**src/rtl/dmaReqPkg.sv**
```systemverilog
package dmaReqPkg;

  typedef enum logic [1:0] {
    DET_LOW  = 2'b00,
    DET_FALL = 2'b01,
    DET_HIGH = 2'b10,
    DET_RISE = 2'b11
  } detMode_e;

  typedef struct packed {
    logic loadGuard;
    logic clearGuard;
  } ctrlStrobes_t;

endpackage

```
**src/rtl/dmaReqDatapath.sv**
```systemverilog
module dmaReqDatapath
  import dmaReqPkg::*;
#(
  parameter int SYNC_STAGES  = 2,
  parameter int GUARD_CYCLES = 2
) (
  input  logic         clk,
  input  logic         rstN,
  input  logic [1:0]   detMode,
  input  logic         srcPeriph,
  input  logic         extReq,
  input  logic         periphReq,
  input  ctrlStrobes_t strb,
  output logic         hit,
  output logic         levelExt
);

  localparam int GW = $clog2(GUARD_CYCLES + 1);

  detMode_e          modeSel;
  logic [SYNC_STAGES-1:0] syncQ;
  logic              pinNow;
  logic              pinPrev;
  logic [GW-1:0]     guardCnt;
  logic              levelActive;
  logic              edgeHit;
  logic              extHit;

  assign modeSel = detMode_e'(detMode);

  // synchroniser chain, idle level is high (inactive for the default mode)
  always_ff @(posedge clk) begin
    if (!rstN) begin
      syncQ <= '1;
    end else begin
      syncQ[0] <= extReq;
      for (int i = 1; i < SYNC_STAGES; i++) syncQ[i] <= syncQ[i-1];
    end
  end

  assign pinNow = syncQ[SYNC_STAGES-1];

  always_ff @(posedge clk) begin
    if (!rstN) pinPrev <= 1'b1;
    else       pinPrev <= pinNow;
  end

  // guard window after an acknowledge in exact-count level mode
  always_ff @(posedge clk) begin
    if (!rstN)                guardCnt <= '0;
    else if (strb.clearGuard) guardCnt <= '0;
    else if (strb.loadGuard)  guardCnt <= GW'(GUARD_CYCLES);
    else if (guardCnt != '0)  guardCnt <= guardCnt - GW'(1);
  end

  always_comb begin
    levelActive = 1'b0;
    edgeHit     = 1'b0;
    unique case (modeSel)
      DET_LOW:  levelActive = ~pinNow;
      DET_HIGH: levelActive = pinNow;
      DET_FALL: edgeHit     = pinPrev & ~pinNow;
      DET_RISE: edgeHit     = ~pinPrev & pinNow;
      default:  levelActive = 1'b0;
    endcase
  end

  assign levelExt = ~srcPeriph & ~detMode[0];
  assign extHit   = detMode[0] ? edgeHit : (levelActive && (guardCnt == '0));
  assign hit      = srcPeriph ? periphReq : extHit;

  // a freshly loaded guard is nonzero on the following cycle
  p_guard_armed_r8: assert property (@(posedge clk) disable iff (!rstN)
    (strb.loadGuard && !strb.clearGuard) |=> (guardCnt != '0));

endmodule

```
**src/rtl/dmaReqControl.sv**
```systemverilog
module dmaReqControl
  import dmaReqPkg::*;
(
  input  logic         clk,
  input  logic         rstN,
  input  logic         overrunSel,
  input  logic         chanEn,
  input  logic         masterEn,
  input  logic         xferEnd,
  input  logic         addrErr,
  input  logic         nmiFlag,
  input  logic         hit,
  input  logic         levelExt,
  input  logic         xferAck,
  output ctrlStrobes_t strb,
  output logic         xferReq
);

  typedef enum logic {ST_OPEN = 1'b0, ST_WAIT = 1'b1} accState_e;

  accState_e state;
  logic      enableOk;
  logic      ackTaken;

  assign enableOk = chanEn & masterEn & ~xferEnd & ~addrErr & ~nmiFlag;
  assign ackTaken = enableOk && (state == ST_WAIT) && xferAck;

  always_comb begin
    strb.clearGuard = ~enableOk;
    strb.loadGuard  = ackTaken && levelExt && !overrunSel;
  end

  always_ff @(posedge clk) begin
    if (!rstN) begin
      state   <= ST_OPEN;
      xferReq <= 1'b0;
    end else if (!enableOk) begin
      state   <= ST_OPEN;
      xferReq <= 1'b0;
    end else if (state == ST_OPEN) begin
      xferReq <= hit;
      if (hit) state <= ST_WAIT;
    end else begin
      xferReq <= 1'b0;
      if (xferAck) state <= ST_OPEN;
    end
  end

  // request is a single-cycle pulse
  p_pulse_one_r6: assert property (@(posedge clk) disable iff (!rstN)
    xferReq |=> !xferReq);

  // nothing new while a request waits for its acknowledge
  p_single_outstanding_r7: assert property (@(posedge clk) disable iff (!rstN)
    ((state == ST_WAIT) && !xferAck) |=> !xferReq);

  // acknowledge reopens acceptance
  p_ack_reopens_r7: assert property (@(posedge clk) disable iff (!rstN)
    ackTaken |=> (state == ST_OPEN));

  // failing enable clears pending state and suppresses the pulse
  p_enable_drop_r10: assert property (@(posedge clk) disable iff (!rstN)
    !enableOk |=> (!xferReq && (state == ST_OPEN)));

endmodule

```
**src/rtl/dmaReqDetect.sv**
```systemverilog
module dmaReqDetect
  import dmaReqPkg::*;
#(
  parameter int SYNC_STAGES  = 2,
  parameter int GUARD_CYCLES = SYNC_STAGES
) (
  input  logic       clk,
  input  logic       rstN,
  input  logic [1:0] detMode,
  input  logic       overrunSel,
  input  logic       srcPeriph,
  input  logic       chanEn,
  input  logic       masterEn,
  input  logic       xferEnd,
  input  logic       addrErr,
  input  logic       nmiFlag,
  input  logic       extReq,
  input  logic       periphReq,
  input  logic       xferAck,
  output logic       xferReq
);

  ctrlStrobes_t strb;
  logic         hit;
  logic         levelExt;

  dmaReqDatapath #(
    .SYNC_STAGES (SYNC_STAGES),
    .GUARD_CYCLES(GUARD_CYCLES)
  ) uDatapath (
    .clk      (clk),
    .rstN     (rstN),
    .detMode  (detMode),
    .srcPeriph(srcPeriph),
    .extReq   (extReq),
    .periphReq(periphReq),
    .strb     (strb),
    .hit      (hit),
    .levelExt (levelExt)
  );

  dmaReqControl uControl (
    .clk       (clk),
    .rstN      (rstN),
    .overrunSel(overrunSel),
    .chanEn    (chanEn),
    .masterEn  (masterEn),
    .xferEnd   (xferEnd),
    .addrErr   (addrErr),
    .nmiFlag   (nmiFlag),
    .hit       (hit),
    .levelExt  (levelExt),
    .xferAck   (xferAck),
    .strb      (strb),
    .xferReq   (xferReq)
  );

  // in peripheral mode, no strobe means no request on the next cycle
  p_periph_only_r11: assert property (@(posedge clk) disable iff (!rstN)
    (srcPeriph && !periphReq) |=> !xferReq);

endmodule

```
**config.mk**
```make
export PLATFORM = sky130hd
export DESIGN_NAME = dmaReqDetect
export DESIGN_NICKNAME = d
export VERILOG_FILES = /design/src/rtl/dmaReqPkg.sv /design/src/rtl/dmaReqDatapath.sv /design/src/rtl/dmaReqControl.sv /design/src/rtl/dmaReqDetect.sv
export SDC_FILE = /design/constraint.sdc
export NUM_CORES = 1
export LEC_CHECK = 0
export ABC_AREA = 1
export BUFFER_PORTS_ARGS = -buffer_cell sky130_fd_sc_hd__buf_4
export CAP_MARGIN = 20
export CORE_AREA = 4 4 41 43
export DETAILED_ROUTE_END_ITERATION = 7
export DIE_AREA = 0 0 45 47
export GPL_TIMING_DRIVEN = 0
export PLACE_DENSITY = 0.46
export SLEW_MARGIN = 20
export SYNTH_ARGS = -nofsm -noshare
export SYNTH_HDL_FRONTEND = slang
export SYNTH_SLANG_ARGS = --single-unit
```
**constraint.sdc**
```tcl
create_clock -name clk -period 1 [get_ports clk]
set_input_delay 0.05 -clock clk [delete_from_list [all_inputs] [get_ports clk]]
set_output_delay 0.05 -clock clk [all_outputs]
set_load 0.02 [all_outputs]
```
==> results.cfg <==
[setup_path]
worstPathArrival_ns = 0.98
reg2reg_slack_ns = 0.17
start_kind = register
crit_required_ns = 1.15
r2r.worst_path.cells = 7
timing.rr.start = uDatapath.pinPrev
critPathLaunch = uDatapath.pinPrev
end_kind = register
path_max_fanout = 2
setup.worst_path.end = uControl.state
critPathKind = reg2reg
rr_endpoint = uControl.state

[logic_synthesis]
avgSynthCellArea_sq_um = 7.82
synth_area_leaders = dfxtp_1, nand2_1, nand4_4
synth_top_area_share = 0.448
syn_area_sq_um = 313
synth-seq-cells = 7
synth_cells = 40
synth_commonest_cells = nand2_1, dfxtp_1, inv_1, nor2_1
syn_nets = 54
synthFlopType = dfxtp_1
yosys.area.top_type = dfxtp_1
synth_cell_types = 14
synth_most_common_cell = nand2_1
synthArstFlopShare = 0
yosysSeqAreaShare = 0.448
yosysWarnings = 0
synth_edf_count = 0

[timing]
setup_viol = 0
layout_worst_path_cycle_share = 0.827
fmax_mhz = 1210
setup_tns_ns = 0
final_hold_viol_count = 0
rsz0062_at_grt = no
setup_ws_ns = 0.173
max-slew-margin-rel = 0.902
period_needed_ns = 0.827
slew_violations = 0
tightestPinTransition_ns = 0.147
finalClockSkew_ns = 0.00383

[job]
drv_cap = 0

[detailed_routing]
wl_met3_um = 49
vias = 303
route.top_layer_used = met4
dr.pass1.iters = 4
wl_per_cell_um = 8.96
routed-wl-met2_um = 317
m1WireLength_um = 266
remaining_drc_errors = 0
avgViaCountPerCell = 4.09
antenna_left = 0
drt_iter0_drc = 2
totalWireLength_um = 663

[floorplanning]
coreArea_sq_mm = 0.00130
start_util = 0.240
die-area_sq_mm = 0.00212
io_pins = 15
num_rows = 13
die_x_um = 45
die_h_um = 47

[power_and_ir_drop]
power_density_mw_per_mm2 = 1310
irDropWorstVdd_uv = 476
leakagePower_nw = 0.253

[grt]
grt_max_degree = 5
grt_pass1_vias = 303
grtUsageTotal = 0.0806
antenna_found_initial = 0
grt_pass1_wl_um = 1120
grt_overflow = 0

[worst_hold_path]
holdPathStages = 4
worst_hold_path_type = in2reg

[clock_network]
numCtsBuffers = 3
cts-root-buf = clkbuf_4
clk_path_buf_depth = 2
cts_tree = yes
cts_sinks = 7
post_cts_buffers = 0
h-tree-depth = 1
clk_pin_slew_ns = 0.06
clk_latency_ns = 0.25

[cells_and_area]
drive_above_1_share = 0.390
synthToLayoutAreaGrowth_pct = 54.4
finalNetCount = 74
postLayoutCoreUtil = 0.371
num_antenna_cells = 0

[place]
port_buffers = 14
dp_slack_ns = 0.169
gp_congestion = 0.700

[run_status]
status = completed
## where the power goes
part | switching, mW | internal (mW)
sequential | 0.00183 | 0.284
combinational | 0.0318 | 0.0488
clock | 0.115 | 0.153
total | 0.149 | 0.486
## final cells by class
class,count,area (sq um)
multi-input cells,27,155
repair buffers,15,120
well taps,15,18.8
clock buffers,4,26.3
fillers,151,818
inverters,6,22.5
flip-flops and latches,7,140
## metrics by stage
stage / area, sq um / hold slack [ns] / std cells / power [mW]
floorplan: 313 / 0.119 / 40 / 0.318
global placement: 437 / 0.230 / 69 / 0.369
detailed placement: 437 / 0.239 / 69 / 0.369
CTS: 483 / 0.0477 / 75 / 0.641
global route: 483 / 0.0650 / 74 / 0.664
finish: 483 / 0.0443 / 74 / 0.635
## cell usage in the layout, fill, tap and decap left out
master          netlist  final
nand4_4               1      1
nor2_2                1      3
nor2_4                1      1
buf_4                 0     13
dlygate4sd3_1         0      1
inv_2                 2      2
nor2_1                4      2
o21bai_1              2      2
clkbuf_4              0      3
dlymetal6s4s_1        0      1
nand2_1              12     12
or2_1                 2      2
nand3_1               1      1
nand3b_1              1      1
a21oi_1               1      1
inv_1                 4      4
dfxtp_1               7      7
clkbuf_1              0      1
nand4_1               1      1
## sequential cells by signal, indices dropped and copies added, names as in the netlist
| name | flops |
|---|---|
| uDatapath.syncQ | 2 |
| uDatapath.pinPrev | 1 |
| uControl.xferReq | 1 |
| uControl.state | 1 |
| uDatapath.guardCnt | 2 |
## layer usage
metal | GRT usage | up-vias
met4 | 0.105 | 0
met5 | 0 | -
li1 | - | 161
met2 | 0.121 | 11
met3 | 0.0230 | 4
met1 | 0.0797 | 127
## cell families (layout without fill, tap and decap cells)
group,Yosys count,in the layout,share of synthesized area
buffers and inverters,6,25,0.0720
DFF,7,7,0.448
and+or+nand+nor,24,24,0.416
AOI/OAI and AO/OA,3,3,0.0640
## worst min-delay path by stage
stage,from,end,slack [ns]
final,xferAck,uControl.state,0.04
after floorplan,rstN,uDatapath.pinPrev,0.12
after detailed placement,rstN,uDatapath.pinPrev,0.24
after CTS,xferAck,uControl.state,0.05
after global routing,xferAck,uControl.state,0.06
after global placement,extReq,uDatapath.syncQ[0],0.23
## timing repair
| action | 4_1_cts | 5_1_grt |
|---|---|---|
| hold buffers | 2 | 0 |
| resized for setup | 0 | 3 |
| endpoints found under the setup margin | 0 | 2 |
| endpoints found under the hold margin | 2 | 0 |
## worst max-delay path, stage by stage (launching register included)
cell     delay, ns
dfxtp_1       0.33
nand2_1       0.05
nand2_1       0.05
nand2_1       0.04
nand3_1       0.07
nand2_1       0.05
nand2_1       0.08
nand2_1       0.05
No activity file was read; power rests on OpenSTA's default activity.
